File: src/rtl/dac_power_seq_pkg.sv
`timescale 1ns/1ps
package dac_power_seq_pkg;

  typedef enum logic [2:0] {
    ST_OFF     = 3'd0,
    ST_MEASURE = 3'd1,
    ST_REF     = 3'd2,
    ST_CLAMP   = 3'd3,
    ST_RAMP    = 3'd4,
    ST_RUN     = 3'd5,
    ST_DRAIN   = 3'd6
  } seqState_e;

  // strobes from control to datapath
  typedef struct packed {
    logic clrPhase;    // restart frame counter of the current phase
    logic clrMeasure;  // forget any frame seen so far
    logic loadDrain;   // start discharge interval
    logic rampActive;  // ramp code follows the phase counter
    logic rampFull;    // ramp code at full level
  } seqCmd_t;

  function automatic int phaseWidth(input int a, input int b, input int c);
    int m;
    m = (a > b) ? a : b;
    m = (m > c) ? m : c;
    return $clog2(m + 1);
  endfunction

endpackage

File: src/rtl/dac_power_seq_dp.sv
`timescale 1ns/1ps
module dac_power_seq_dp
  import dac_power_seq_pkg::*;
#(
  parameter int CODE_W       = 10,
  parameter int MIN_RATIO    = 128,
  parameter int MAX_RATIO    = 512,
  parameter int GRAIN_LOG2   = 6,
  parameter int MCLK_LOSS    = 64,
  parameter int LRCK_LOSS    = 1100,
  parameter int REF_FRAMES   = 16,
  parameter int CLAMP_FRAMES = 1000,
  parameter int RAMP_FRAMES  = 10000,
  parameter int DRAIN_CYCLES = 20000000
) (
  input  logic              clk,
  input  logic              rstN,
  input  logic              mclkIn,
  input  logic              lrckIn,
  input  seqCmd_t           cmd,
  output logic              mclkOk,
  output logic              lrckOk,
  output logic              frameTick,
  output logic              ratioGood,
  output logic              drainDone,
  output logic [phaseWidth(REF_FRAMES, CLAMP_FRAMES, RAMP_FRAMES)-1:0] phaseCnt,
  output logic [CODE_W-1:0] rampCode
);

  localparam int PHASE_W = phaseWidth(REF_FRAMES, CLAMP_FRAMES, RAMP_FRAMES);
  localparam int MAGE_W  = $clog2(MCLK_LOSS + 1);
  localparam int LAGE_W  = $clog2(LRCK_LOSS + 1);
  localparam int RCNT_W  = $clog2(MAX_RATIO + 2);
  localparam int DRAIN_W = $clog2(DRAIN_CYCLES + 1);
  localparam int PROD_W  = PHASE_W + CODE_W;
  localparam int CODE_MAX = (1 << CODE_W) - 1;

  localparam logic [MAGE_W-1:0]  MAGE_LIM = MAGE_W'(MCLK_LOSS);
  localparam logic [LAGE_W-1:0]  LAGE_LIM = LAGE_W'(LRCK_LOSS);
  localparam logic [RCNT_W-1:0]  RCNT_SAT = RCNT_W'(MAX_RATIO + 1);
  localparam logic [RCNT_W-1:0]  RCNT_MIN = RCNT_W'(MIN_RATIO);
  localparam logic [RCNT_W-1:0]  RCNT_MAX = RCNT_W'(MAX_RATIO);
  localparam logic [PHASE_W-1:0] PHASE_SAT = '1;

  logic mclkS, mclkP, lrckS, lrckP;
  logic mclkRise, lrckRise;
  logic [MAGE_W-1:0]  mclkAge;
  logic [LAGE_W-1:0]  lrckAge;
  logic [RCNT_W-1:0]  ratioCnt;
  logic               frameSeen;
  logic               grainOk;
  logic [DRAIN_W-1:0] drainCnt;
  logic [PROD_W-1:0]  rampProd;
  logic [PROD_W-1:0]  rampStep;

  // edge detection on the sampled clocks
  always_ff @(posedge clk or negedge rstN) begin
    if (!rstN) begin
      mclkS <= 1'b0; mclkP <= 1'b0;
      lrckS <= 1'b0; lrckP <= 1'b0;
    end else begin
      mclkS <= mclkIn; mclkP <= mclkS;
      lrckS <= lrckIn; lrckP <= lrckS;
    end
  end

  assign mclkRise  = mclkS & ~mclkP;
  assign lrckRise  = lrckS & ~lrckP;
  assign frameTick = lrckRise;

  // presence: age since last edge, absent once the limit is reached
  always_ff @(posedge clk or negedge rstN) begin
    if (!rstN) begin
      mclkAge <= MAGE_LIM;
      lrckAge <= LAGE_LIM;
    end else begin
      if (mclkRise)                mclkAge <= '0;
      else if (mclkAge != MAGE_LIM) mclkAge <= mclkAge + 1'b1;
      if (lrckRise)                            lrckAge <= '0;
      else if (mclkRise && lrckAge != LAGE_LIM) lrckAge <= lrckAge + 1'b1;
    end
  end

  assign mclkOk = (mclkAge < MAGE_LIM);
  assign lrckOk = (lrckAge < LAGE_LIM);

  // master clocks per frame
  always_ff @(posedge clk or negedge rstN) begin
    if (!rstN) begin
      ratioCnt  <= '0;
      frameSeen <= 1'b0;
    end else begin
      if (lrckRise)                          ratioCnt <= mclkRise ? RCNT_W'(1) : '0;
      else if (mclkRise && ratioCnt != RCNT_SAT) ratioCnt <= ratioCnt + 1'b1;
      if (cmd.clrMeasure)  frameSeen <= 1'b0;
      else if (lrckRise)   frameSeen <= 1'b1;
    end
  end

  generate
    if (GRAIN_LOG2 > 0) begin : g_grain
      assign grainOk = (ratioCnt[GRAIN_LOG2-1:0] == '0);
    end else begin : g_nograin
      assign grainOk = 1'b1;
    end
  endgenerate

  assign ratioGood = lrckRise && frameSeen && grainOk &&
                     (ratioCnt >= RCNT_MIN) && (ratioCnt <= RCNT_MAX);

  // frames spent in the current phase
  always_ff @(posedge clk or negedge rstN) begin
    if (!rstN)                            phaseCnt <= '0;
    else if (cmd.clrPhase)                phaseCnt <= '0;
    else if (lrckRise && phaseCnt != PHASE_SAT) phaseCnt <= phaseCnt + 1'b1;
  end

  // discharge interval in system clocks
  always_ff @(posedge clk or negedge rstN) begin
    if (!rstN)               drainCnt <= '0;
    else if (cmd.loadDrain)  drainCnt <= DRAIN_W'(DRAIN_CYCLES - 1);
    else if (drainCnt != '0) drainCnt <= drainCnt - 1'b1;
  end

  assign drainDone = (drainCnt == '0);

  // linear ramp code
  always_comb begin
    rampProd = PROD_W'(phaseCnt) * PROD_W'(CODE_MAX);
    rampStep = rampProd / PROD_W'(RAMP_FRAMES);
    if (cmd.rampFull)        rampCode = CODE_W'(CODE_MAX);
    else if (cmd.rampActive) rampCode = CODE_W'(rampStep);
    else                     rampCode = '0;
  end

  assert_ramp_monotone_R5: assert property (@(posedge clk) disable iff (!rstN)
    (cmd.rampActive && $past(cmd.rampActive)) |-> (rampCode >= $past(rampCode)));

  assert_drain_restart_R8: assert property (@(posedge clk) disable iff (!rstN)
    cmd.loadDrain |=> !drainDone || (DRAIN_CYCLES == 1));

endmodule

File: src/rtl/dac_power_seq_ctl.sv
`timescale 1ns/1ps
module dac_power_seq_ctl
  import dac_power_seq_pkg::*;
#(
  parameter int REF_FRAMES   = 16,
  parameter int CLAMP_FRAMES = 1000,
  parameter int RAMP_FRAMES  = 10000
) (
  input  logic      clk,
  input  logic      rstN,
  input  logic      mclkOk,
  input  logic      lrckOk,
  input  logic      frameTick,
  input  logic      ratioGood,
  input  logic      drainDone,
  input  logic [phaseWidth(REF_FRAMES, CLAMP_FRAMES, RAMP_FRAMES)-1:0] phaseCnt,
  output seqCmd_t   cmd,
  output logic      refEn,
  output logic      dacEn,
  output logic      coreRstN,
  output logic      clampEn,
  output logic      driveEn,
  output logic      sinkEn,
  output logic      audioEn,
  output logic [2:0] seqState
);

  localparam int PHASE_W = phaseWidth(REF_FRAMES, CLAMP_FRAMES, RAMP_FRAMES);
  localparam logic [PHASE_W-1:0] REF_LAST   = PHASE_W'(REF_FRAMES - 1);
  localparam logic [PHASE_W-1:0] CLAMP_LAST = PHASE_W'(CLAMP_FRAMES - 1);
  localparam logic [PHASE_W-1:0] RAMP_LAST  = PHASE_W'(RAMP_FRAMES - 1);

  seqState_e state, nextState;
  logic clocksOk;

  assign clocksOk = mclkOk && lrckOk;

  always_ff @(posedge clk or negedge rstN) begin
    if (!rstN) state <= ST_OFF;
    else       state <= nextState;
  end

  always_comb begin
    nextState = state;
    cmd       = '0;
    cmd.rampActive = (state == ST_RAMP);
    cmd.rampFull   = (state == ST_RUN);
    unique case (state)
      ST_OFF: begin
        cmd.clrMeasure = 1'b1;
        cmd.clrPhase   = 1'b1;
        if (clocksOk) nextState = ST_MEASURE;
      end
      ST_MEASURE: begin
        if (!clocksOk) begin
          nextState = ST_DRAIN; cmd.loadDrain = 1'b1;
        end else if (ratioGood) begin
          nextState = ST_REF; cmd.clrPhase = 1'b1;
        end
      end
      ST_REF: begin
        if (!clocksOk) begin
          nextState = ST_DRAIN; cmd.loadDrain = 1'b1;
        end else if (frameTick && phaseCnt == REF_LAST) begin
          nextState = ST_CLAMP; cmd.clrPhase = 1'b1;
        end
      end
      ST_CLAMP: begin
        if (!clocksOk) begin
          nextState = ST_DRAIN; cmd.loadDrain = 1'b1;
        end else if (frameTick && phaseCnt == CLAMP_LAST) begin
          nextState = ST_RAMP; cmd.clrPhase = 1'b1;
        end
      end
      ST_RAMP: begin
        if (!clocksOk) begin
          nextState = ST_DRAIN; cmd.loadDrain = 1'b1;
        end else if (frameTick && phaseCnt == RAMP_LAST) begin
          nextState = ST_RUN; cmd.clrPhase = 1'b1;
        end
      end
      ST_RUN: begin
        if (!clocksOk) begin
          nextState = ST_DRAIN; cmd.loadDrain = 1'b1;
        end
      end
      ST_DRAIN: begin
        if (drainDone) nextState = ST_OFF;
      end
      default: nextState = ST_OFF;
    endcase
  end

  always_comb begin
    refEn    = state inside {ST_REF, ST_CLAMP, ST_RAMP, ST_RUN};
    dacEn    = state inside {ST_CLAMP, ST_RAMP, ST_RUN};
    coreRstN = dacEn;
    clampEn  = state inside {ST_OFF, ST_MEASURE, ST_REF, ST_CLAMP};
    driveEn  = state inside {ST_RAMP, ST_RUN};
    sinkEn   = (state == ST_DRAIN);
    audioEn  = (state == ST_RUN);
  end

  assign seqState = state;

  assert_off_waits_R2: assert property (@(posedge clk) disable iff (!rstN)
    (state == ST_OFF && !clocksOk) |=> state == ST_OFF);

  assert_measure_needs_ratio_R3: assert property (@(posedge clk) disable iff (!rstN)
    (state == ST_MEASURE && clocksOk && !ratioGood) |=> state == ST_MEASURE);

  assert_ref_before_dac_R4: assert property (@(posedge clk) disable iff (!rstN)
    $rose(dacEn) |-> $past(refEn));

  assert_run_from_ramp_R6: assert property (@(posedge clk) disable iff (!rstN)
    $rose(audioEn) |-> $past(state) == ST_RAMP);

  assert_loss_drains_R7: assert property (@(posedge clk) disable iff (!rstN)
    ((state inside {ST_MEASURE, ST_REF, ST_CLAMP, ST_RAMP, ST_RUN}) && !clocksOk)
    |=> state == ST_DRAIN);

  assert_drain_holds_R8: assert property (@(posedge clk) disable iff (!rstN)
    (state == ST_DRAIN && !drainDone) |=> state == ST_DRAIN);

  assert_state_legal_R9: assert property (@(posedge clk) disable iff (!rstN)
    seqState != 3'd7);

  assert_one_path_R10: assert property (@(posedge clk) disable iff (!rstN)
    $countones({clampEn, driveEn, sinkEn}) == 1);

endmodule

File: src/rtl/dac_power_seq.sv
`timescale 1ns/1ps
module dac_power_seq
  import dac_power_seq_pkg::*;
#(
  parameter int CODE_W       = 10,
  parameter int MIN_RATIO    = 128,
  parameter int MAX_RATIO    = 512,
  parameter int GRAIN_LOG2   = 6,
  parameter int MCLK_LOSS    = 64,
  parameter int LRCK_LOSS    = 1100,
  parameter int REF_FRAMES   = 16,
  parameter int CLAMP_FRAMES = 1000,
  parameter int RAMP_FRAMES  = 10000,
  parameter int DRAIN_CYCLES = 20000000
) (
  input  logic              clk,
  input  logic              rstN,
  input  logic              mclkIn,
  input  logic              lrckIn,
  output logic              refEn,
  output logic              dacEn,
  output logic              coreRstN,
  output logic              clampEn,
  output logic              driveEn,
  output logic              sinkEn,
  output logic              audioEn,
  output logic [CODE_W-1:0] rampCode,
  output logic [2:0]        seqState
);

  localparam int PHASE_W = phaseWidth(REF_FRAMES, CLAMP_FRAMES, RAMP_FRAMES);

  seqCmd_t cmd;
  logic mclkOk, lrckOk, frameTick, ratioGood, drainDone;
  logic [PHASE_W-1:0] phaseCnt;

  dac_power_seq_dp #(
    .CODE_W(CODE_W), .MIN_RATIO(MIN_RATIO), .MAX_RATIO(MAX_RATIO),
    .GRAIN_LOG2(GRAIN_LOG2), .MCLK_LOSS(MCLK_LOSS), .LRCK_LOSS(LRCK_LOSS),
    .REF_FRAMES(REF_FRAMES), .CLAMP_FRAMES(CLAMP_FRAMES),
    .RAMP_FRAMES(RAMP_FRAMES), .DRAIN_CYCLES(DRAIN_CYCLES)
  ) i_dp (
    .clk(clk), .rstN(rstN), .mclkIn(mclkIn), .lrckIn(lrckIn), .cmd(cmd),
    .mclkOk(mclkOk), .lrckOk(lrckOk), .frameTick(frameTick),
    .ratioGood(ratioGood), .drainDone(drainDone), .phaseCnt(phaseCnt),
    .rampCode(rampCode)
  );

  dac_power_seq_ctl #(
    .REF_FRAMES(REF_FRAMES), .CLAMP_FRAMES(CLAMP_FRAMES), .RAMP_FRAMES(RAMP_FRAMES)
  ) i_ctl (
    .clk(clk), .rstN(rstN), .mclkOk(mclkOk), .lrckOk(lrckOk),
    .frameTick(frameTick), .ratioGood(ratioGood), .drainDone(drainDone),
    .phaseCnt(phaseCnt), .cmd(cmd), .refEn(refEn), .dacEn(dacEn),
    .coreRstN(coreRstN), .clampEn(clampEn), .driveEn(driveEn),
    .sinkEn(sinkEn), .audioEn(audioEn), .seqState(seqState)
  );

endmodule

File: config.mk
export PLATFORM = sky130hd
export DESIGN_NAME = dac_power_seq
export DESIGN_NICKNAME = d
export VERILOG_FILES = /design/src/rtl/dac_power_seq_pkg.sv /design/src/rtl/dac_power_seq_dp.sv /design/src/rtl/dac_power_seq_ctl.sv /design/src/rtl/dac_power_seq.sv
export SDC_FILE = /design/constraint.sdc
export NUM_CORES = 1
export LEC_CHECK = 0
export CORE_ASPECT_RATIO = 1.2
export CORE_MARGIN = 3
export CORE_UTILIZATION = 40
export DETAILED_ROUTE_END_ITERATION = 16
export SLEW_MARGIN = 15
export SYNTH_ARGS = -nofsm -noshare
export SYNTH_HDL_FRONTEND = slang
export SYNTH_SLANG_ARGS = --single-unit
File: constraint.sdc
create_clock -name clk -period 17.27 [get_ports clk]
set_input_delay 3.454 -clock clk [delete_from_list [all_inputs] [get_ports clk]]
set_output_delay 3.454 -clock clk [all_outputs]
set_load 0.05 [all_outputs]
== Yosys cells after proc, flatten, opt, wreduce, memory -nomap -nowiden ==
Cells that the tools add are included.

* Add/sub/neg operators: 5
* Multiply operators: 1
* Divide/modulo/power cells: 1
* Order comparisons: 4
* Eq/ne operators: 20
* Multiplexer cells: 39
* Bitwise gates (word level): 4
* Reduce and logical (&&, ||, !) cells: 27

{| class="wikitable"
|+ Operators by type and width
! operator !! count
|-
| 25-bit 2-to-1 mux || 2
|-
| 10-bit 2-to-1 mux || 4
|-
| 3-bit 2-to-1 mux || 11
|-
| 14-bit 2-to-1 mux || 2
|-
| 25-bit zero test || 1
|-
| 25-bit nonzero test || 1
|-
| 25-bit by 1-bit subtractor with 25-bit output, second input constant || 1
|-
| 24-bit by 14-bit divider with 24-bit output, second input constant || 1
|-
| 14-bit by 10-bit multiplier with 24-bit output, second input constant || 1
|-
| 11-bit 2-to-1 mux || 2
|-
| 3-bit one-hot mux with 7 select lines || 1
|-
| 14-bit by 1-bit adder with 14-bit output, second input constant || 1
|-
| 14-bit by 10-bit equality test with 1-bit output, second input constant || 1
|-
| 14-bit equality test, second input constant || 1
|-
| 14-bit by 4-bit equality test with 1-bit output, second input constant || 1
|-
| 1-bit 2-to-1 mux || 14
|-
| 7-bit 2-to-1 mux || 2
|-
| 14-bit != test, second input constant || 1
|-
| 2-bit nonzero test || 7
|-
| 11-bit by 1-bit adder with 11-bit output, second input constant || 1
|-
| 1-bit logical AND || 11
|-
| 11-bit < comparator, second input constant || 1
|-
| 11-bit != test, second input constant || 1
|-
| 10-bit by 1-bit adder with 10-bit output, second input constant || 1
|-
| 22 further kinds || 31
|}

* Bits in registers: 75
* Input port bits: 4
* Output and inout bits: 20
* Word-level logic and storage cells: 112

== Logic depth before layout (Yosys ltp) ==
Gate-level depths: netlist of run 1.

* Depth in word-level cells: 10
* Depth in mapped cells: 53
* Mapped depth without buffers: 45

== Cells and area by module ==
From an unflattened synthesis of run 1, not the netlist that was laid out.

* Cells, all modules: 1,470
* Area, all modules: 12,279.3 µm²

{| class="wikitable"
|+ Modules (own cells, without submodules)
! module !! instances !! cells each !! area an instance (µm²) !! sequential area each (µm²)
|-
| dac_power_seq_dp || 1 || 1,399 || 11,738.8 || 1,808.0
|-
| dac_power_seq_ctl || 1 || 71 || 540.5 || 75.1
|}

== Least setup slack after synthesis of run 1 ==
No wires, ideal clock.

* Path type: flip-flop to output port
* Start: register i_dp.phaseCnt[7]
* End: output rampCode[1]
* Data arrival time: 13,413 ps
* Required time: 13,816 ps
* Path slack: 403 ps
* Cell stages (with the launch flop): 49
* Buffers on the path: 5
* Path through: dfrtp_1 -> inv_1 -> fa_1 -> inv_1 -> fa_1 -> fa_1 -> fa_1 -> inv_1 -> fa_1 -> inv_1 -> ha_1 -> a21oi_1 -> nor2_1 -> or3_1 -> or4_1 -> and3_1 -> buf_2 -> o311ai_2 -> [13 not listed] -> or4_1 -> a21o_1 -> and2_1 -> buf_6 -> o41ai_4 -> nor4_2 -> or4_1 -> a21o_1 -> a21oi_2 -> nand2b_1 -> buf_2 -> mux2i_2 -> o311ai_2 -> a311o_2 -> nor2_4 -> a311oi_4 -> a21o_1 -> a21oi_1

* Word-level cells in the longest chain between the ends: 4

{| class="wikitable"
|+ RTL lines
! what !! RTL line !! RTL
|-
| start, declared || dac_power_seq_dp.sv:26 || <nowiki>output logic [phaseWidth(REF_FRAMES, CLAMP_FRAMES, RAMP_FRAMES)-1:0] phaseCnt,</nowiki>
|-
| start signal, assigned || dac_power_seq_dp.sv:115 || <nowiki>else if (lrckRise && phaseCnt != PHASE_SAT) phaseCnt <= phaseCnt + 1'b1;</nowiki>
|-
| 14-bit by 10-bit multiplier with 24-bit output || dac_power_seq_dp.sv:129 || <nowiki>rampProd = PROD_W'(phaseCnt) * PROD_W'(CODE_MAX);</nowiki>
|-
| 24-bit by 14-bit divider with 24-bit output || dac_power_seq_dp.sv:130 || <nowiki>rampStep = rampProd / PROD_W'(RAMP_FRAMES);</nowiki>
|-
| 10-bit 2-to-1 mux || dac_power_seq_dp.sv:132 || <nowiki>else if (cmd.rampActive) rampCode = CODE_W'(rampStep);</nowiki>
|-
| 10-bit 2-to-1 mux || dac_power_seq_dp.sv:131 || <nowiki>if (cmd.rampFull) rampCode = CODE_W'(CODE_MAX);</nowiki>
|-
| end, declared || dac_power_seq.sv:27 || <nowiki>output logic [CODE_W-1:0] rampCode,</nowiki>
|}

No other way between the ends.

== Final worst setup path of run 1 ==
* Start: register i_dp.phaseCnt[6]
* End: output rampCode[0]

The elaborated chain is that of the path after synthesis.

==> results.md, run 1 <==
* Initial antenna violation count at 0
* Multi-input gate area at roughly 10000 um2
* Worst-path clk slew at ~0.060 ns
* Buf/Inv on CP at 10
* Top-area cell type share of the netlist area at ~15%
* Die area at 31,700 um2
* I/O Buffers at 23
* Htree depth at 3
* Clk sink count at 75
* EDFF count, synth at 0
* Placed wire-length estimate at approximately 26,000 um
* Max_cap viols at 0
* Post-synth cell types at approximately 110
* Sequential Area at about 1900 um2
* Top_reg_cell synth: dfrtp_1
* Core area at between 20,000 and 30,000 um2
* CTS tree: yes
* Placer Congestion at 0.935
* Die X at roughly 160 um
* Routed vias/inst at 5.81
* Hold Crit Class: register to register
* Crit path DAT at between 10 and 15 ns
* Relative slew slack at 27.5%
* Final Slew Violations at 0
* Starting density of the core at between 40% and 50%
* Die height at between 150 and 200 um
* Crit end category: primary output
* Mapped Cells at 1,447
* Critical Path Most Common Cell: buf_4
* R2R cell count at 9
* Synthesized Nets at between 1,500 and 2,000
* Seq/Total Area, Yosys at 15.9%
* WP data required at 13.82 ns
* Clk_skew at about 0.009 ns
* Total CTS buffers at 9
* Routed WL at approximately 33,000 um
* Outcome: finished clean
* Hold path cells at 0
* Vias in the first global route at roughly 11,000
* # fillers at approximately 2,800
* Yosys reg bits at 75
* Largest stage delay, worst path at about 0.67 ns
* Worst Tran Pin Value at 1.08 ns
* Area leader, netlist: dfrtp_1
* Cell Rows at 68
* Worst reg2reg startpoint: i_ctl.seqState[2]$_DFFE_PN0P_
* Ys Warns at 0
* Final Hold Viols at 0
* FF-to-FF End: i_dp.drainCnt[23]$_DFFE_PN0P_
* Slowest CP cell: a2111oi_1
* Cell family with most CP delay: compound AO/OA/AOI/OAI gates
* Layout cells sized above 1 at approximately a fifth
* Skew-Pair Late Insertion Delay at between 0.3 and 0.4 ns
* Fmax at 59.5 MHz
* Routed via count at 11,335
* Fin cells at 1,951
* Final ANT Viol Nets at 0
* Tmin final at about 17 ns
* Initial drt markers at 702
* Ports at 24
* Final Util at a little under 50%
* R2R setup slack at around 14 ns
* Setup crit start kind: register
* Hold_sp: i_dp.lrckS$_DFF_PN0_
* Congestion Overflow GR at 0
* Nets at approximately 1,700
* Area Overhead vs Synth at 20.2%
* Router iterations before antenna repair at 7
* Synthesized cell area at approximately 12,000 um2
* Period utilization at 97.3%
* Wirelength per Cell at approximately 17 um
* Crit-path max FO at 9
* Largest net degree at the start of global routing at between 70 and 80
* Avg Synthesized Cell Area at 8.17 um2
* Area contributors post-synth: dfrtp_1 15%, fa_1 12%, ha_1 8.8%
* Endpoints failing setup at 0
* Hold Path End: i_dp.lrckP$_DFF_PN0_
* Dpl cells at about 1,900
* Post-synth ARST share at 100%
* Crit Path Class: register to primary output
* Clk root buf: clkbuf_16
* Tot GR Track Use at 20.6%
* Detailed-route DRC error count at 0
* First-pass GRT wire length at between 50,000 and 60,000 um
* Clk buf depth at 2
state kept, by name (all words and copies together), names as in the netlist:
register,flops
i_ctl.seqState,3
i_dp.drainCnt,25
i_dp.frameSeen,1
i_dp.lrckAge,11
i_dp.lrckP,1
i_dp.lrckS,1
i_dp.mclkAge,7
i_dp.mclkP,1
i_dp.mclkS,1
i_dp.phaseCnt,14
i_dp.ratioCnt,10
cell usage in the layout, fill, tap and decap left out, types with 23 or more instances in the layout:
cell | Yosys | layout
and3_1 | 25 | 23
o21ai_0 | 60 | 51
nand2_1 | 124 | 123
xor2_1 | 37 | 37
inv_1 | 107 | 103
nor2_1 | 133 | 129
ha_1 | 83 | 76
fa_1 | 70 | 65
dfrtp_1 | 70 | 63
xnor2_1 | 66 | 60
buf_4 | 2 | 127
nor3_1 | 47 | 44
a21o_1 | 26 | 24
nand3_1 | 52 | 47
a21oi_1 | 81 | 73
synthesized netlist by cell type (all sizes together) (19+ instances only):
cell type  number
nor2          136
nand2         124
inv           107
a21oi          88
ha             83
o21ai          71
dfrtp          70
fa             70
xnor2          70
nand3          53
nor3           51
xor2           37
clkbuf         28
a21o           26
and3           25
nor4           23
o211ai         22
a211oi         21
and2           21
nand4          21
buf            19
or3            19
final cells by class:
| cell class | instances | area share (%) |
|---|---|---|
| well taps | 385 | 3.39 |
| clock buffers | 10 | 1.68 |
| repair buffers | 149 | 8.48 |
| clock inverters | 6 | 0.290 |
| multi-input cells | 1218 | 70.0 |
| flip-flops and latches | 75 | 13.3 |
| inverters | 107 | 2.85 |
| diodes | 1 | 0.0176 |
how the worst max path moves through the flow:
stage / startpoint / to / slack, ns / depth (start not counted)
floorplan: i_dp.phaseCnt[7]$_DFFE_PN0P_ / rampCode[1] / 0.40 / 48
global placement: i_dp.phaseCnt[9]$_DFFE_PN0P_ / rampCode[0] / -0.01 / 47
detailed placement: i_dp.phaseCnt[9]$_DFFE_PN0P_ / rampCode[0] / -0.03 / 49
CTS: i_dp.phaseCnt[7]$_DFFE_PN0P_ / rampCode[0] / 0.01 / 46
global route: i_dp.phaseCnt[6]$_DFFE_PN0P_ / rampCode[0] / -0.16 / 48
finish: i_dp.phaseCnt[6]$_DFFE_PN0P_ / rampCode[0] / 0.46 / 48
metrics by stage:
stage / setup WS [ns] / cell area (um2) / TNS [ns] / hold WS [ns]
2_1_floorplan: 0.403 / 11800 / 0 / 0.347
3_3_place_gp: -0.0142 / 13000 / -0.0142 / 0.355
3_5_place_dp: -0.0256 / 13000 / -0.0256 / 0.369
4_1_cts: 0.0134 / 13500 / 0 / 0.383
5_1_grt: -0.155 / 14200 / -0.155 / 0.396
6_report: 0.462 / 14200 / 0 / 0.384
logic make-up after synthesis:
logic type / count (synthesis) / synth area share [%]
and+or+nand+nor: 529 / 22.4
AOI/OAI and AO/OA: 406 / 25.6
adders and majority gates: 158 / 21.1
buffers and inverters: 154 / 5.17
xor gates and xnor gates: 107 / 8.18
DFF: 75 / 15.9
muxes: 18 / 1.61
layer usage:
metal | vias up | track usage (%) | share of wire, %
met2 | 224 | 37.6 | 52
met3 | 58 | 1.47 | 2.3
met4 | 0 | 6.68 | 2.5
met1 | 5533 | 25.7 | 44
met5 | - | 0 | 0
li1 | 5520 | - | -
what timing repair did:
action,CTS,global route
cloned,0,0
resized for setup,24,115
pin swaps,4,40
endpoints found under the setup margin,2,2
hold buffers,0,0
setup buffers,7,27
Power of run 1 is not shown: default switching activity piles up to over one toggle a cycle in this logic, so the estimate is an artifact.
==> run 2: changes to the inputs <==
--- a/config.mk
+++ b/config.mk
@@ -7,8 +7,9 @@
 export LEC_CHECK = 0
 export CORE_ASPECT_RATIO = 1.2
 export CORE_MARGIN = 3
-export CORE_UTILIZATION = 40
+export CORE_UTILIZATION = 60
 export DETAILED_ROUTE_END_ITERATION = 16
+export PLACE_DENSITY = 0.77
 export SLEW_MARGIN = 15
 export SYNTH_ARGS = -nofsm -noshare
 export SYNTH_HDL_FRONTEND = slang
==> constraint.sdc (replaced) <==
create_clock -name clk -period 20.5 [get_ports clk]
set_input_delay 4.1 -clock clk [delete_from_list [all_inputs] [get_ports clk]]
set_output_delay 4.1 -clock clk [all_outputs]
set_load 0.05 [all_outputs]
==> run 2 against run 1 <==
Net effect: setup slack better by 0.44 ns; sequential share of layout area is 1.7 points higher; cell count is 13% lower; utilization is 16 points higher; die area is 32% lower; non-clock buffer count is 119 lower; critical path type unchanged; largest cell class unchanged; highest routed layer unchanged.
==> results.md, run 2 (same netlist as run 1, synthesis figures left out) <==
* Outcome: finished clean
* Skew-Pair Late Insertion Delay at 0.34 ns (about the same)
* Top Registers: i_dp.drainCnt: 25 flops, i_dp.phaseCnt: 14 flops, i_dp.lrckAge: 11 flops
* Critical Path Most Common Cell: fa_1
* Final Util at 65.6% (+16 points)
* Final Slew Violations at 0 (unchanged)
* Hold_sp: i_dp.lrckS$_DFF_PN0_
* Max_cap viols at 0 (unchanged)
* Detailed-route DRC error count at 0 (unchanged)
* Layout cells sized above 1 at 7.12% (-13 points)
* Core area at 19,100 um2 (-34%)
* Area Overhead vs Synth at 6.09%
* Setup TNS at 0 ns (unchanged)
* Htree depth at 3 (unchanged)
* Clk buf depth at 2 (unchanged)
* Hold Crit Class: register to register
* Vias in the first global route at 10,800 (-4.8%)
* Starting density of the core at 61.8% (+21 points)
* Final ANT Viol Nets at 0 (unchanged)
* Total CTS buffers at 9 (unchanged)
* Buf/Inv on CP at 5 (-5)
* Endpoints failing setup at 0 (unchanged)
* Worst setup path startpoint: i_dp.phaseCnt[9]$_DFFE_PN0P_
* Die height at 160 um (-18%)
* Met2 routed WL at 15,100 um (-12%)
* Clk_skew at 0.00472 ns (-0.00454 ns)
* Period utilization at between 90% and 100%
* Die area at 21,400 um2 (-32%)
* Crit-path max FO at 12 (+3)
* Nets at 1,598 (-6.9%)
* Crit path DAT at 15.50 ns (+2.15 ns)
* Largest net degree at the start of global routing at 76 (unchanged)
* Wl on met1 at 12,700 um (-12%)
* Reg with most FFs: i_dp.drainCnt
* Largest register FFs at 25 (unchanged)
* Placer Congestion at 1.00 (+7.3%)
* Congestion Overflow GR at 0 (unchanged)
* Router iterations before antenna repair at 5 (-2)
* Tmin final at between 15 and 20 ns
* Top sig layer: met4
* Relative slew slack at 37.3% (+9.7 points)
* Slowest CP cell: clkdlybuf4s50_1
* Final Hold Viols at 0 (unchanged)
* Setup crit start kind: register
* Routed vias/inst at 6.50 (+12%)
* Largest stage delay, worst path at 0.84 ns (+0.17 ns)
* Ports at 24 (unchanged)
* Commonest non-fill, non-tap cells in the layout: 132 x nor2_1, 124 x nand2_1, 107 x inv_1
* Crit Path Class: register to primary output
* Antenna Cells at 0 (-1)
* Placed wire-length estimate at 24,000 um (-8.6%)
* CTS tree: yes
* Cell family with most CP delay: compound AO/OA/AOI/OAI gates
* Routed wl met3 at 1320 um (+75%)
* First-pass GRT wire length at 51,200 um (-7.4%)
* Commonest non-fill, non-tap cell in the layout: nor2_1
* Routed via count at 11,066 (-2.4%)
* Clk sink count at 75 (unchanged)
* Initial drt markers at 694 (-1.1%)
* WP data required at 16.40 ns (+2.58 ns)
* Die X at 134 um (-18%)
* Tot GR Track Use at 28.1% (+7.4 points)
* Fmax at approximately 51 MHz
* Wirelength per Cell at 17.7 um (+4.0%)
* Initial antenna violation count at 0 (unchanged)
* Worst-path clk slew at 0.07 ns (about the same)
* Worst Tran Pin Value at 0.934 ns (-0.145 ns)
* RSZ-0062 raised after global routing: false
* Worst reg2reg startpoint: i_dp.drainCnt[5]$_DFFE_PN0P_
* CTS Hold Bufs at 0 (unchanged)
* Crit end category: primary output
* I/O Buffers at 23 (unchanged)
* Cell Rows at 55 (-19%)
* Routed WL at 30,200 um (-9.3%)
* Clk root buf: clkbuf_16
## run 2: final cells by class
cell class / instances / area, um2
clock buffer: 9 / 225
clock inverter: 7 / 65.1
fill: 1677 / 6580
inverter: 107 / 402
multi-input combinational: 1218 / 9370
sequential: 75 / 1880
tap: 256 / 320
timing repair buffer: 30 / 283
## run 2: routing by layer
| layer | global-route usage, % | up-vias |
|---|---|---|
| met5 | 0 | - |
| met4 | 10.3 | 0 |
| met3 | 2.52 | 80 |
| met2 | 49.7 | 377 |
| met1 | 35.6 | 5334 |
| li1 | - | 5275 |
## run 2: worst paths after layout
path,end,slack (ns),depth (start not counted)
setup / recovery,rampCode[1],0.90,44
hold / removal,i_dp.lrckP$_DFF_PN0_,0.37,0
setup reg to reg,i_dp.drainCnt[11]$_DFFE_PN0P_,17.50,13
hold reg to reg,i_dp.lrckP$_DFF_PN0_,0.37,0
max in group asynchronous,i_dp.drainCnt[22]$_DFFE_PN0P_,16.01,1
min in group asynchronous,i_dp.mclkAge[4]$_DFFE_PN0P_,3.90,1
## run 2: worst register-to-register path, cell delays in order, from the launching register on
cell       delay [ns]
dfrtp_1          0.42
nor4_1           0.47
nand3_1          0.16
nor2_1           0.25
nand3b_1         0.17
nand4bb_1        0.25
or2_2            0.38
nand3_1          0.14
or3_1            0.17
nor4_1           0.08
nand2b_1         0.12
nor4_1           0.07
xnor2_1          0.14
nand2_1          0.07
## run 2: timing repair
item / 4_1_cts / 5_1_grt
setup buffers: 0 / 1
setup endpoints to repair: 0 / 2
gates resized for setup: 0 / 8
## run 2: stage by stage
step,setup slack [ns],hold slack (ns),area [um2],cells
3_3_place_gp,1.07,0.366,12200,1685
5_1_grt,0.0125,0.392,12500,1702
3_5_place_dp,0.903,0.356,12200,1685
6_report,0.898,0.372,12500,1702
2_1_floorplan,2.99,0.347,11800,1447
4_1_cts,0.458,0.379,12500,1701
Power of run 2 is left out for the same reason.
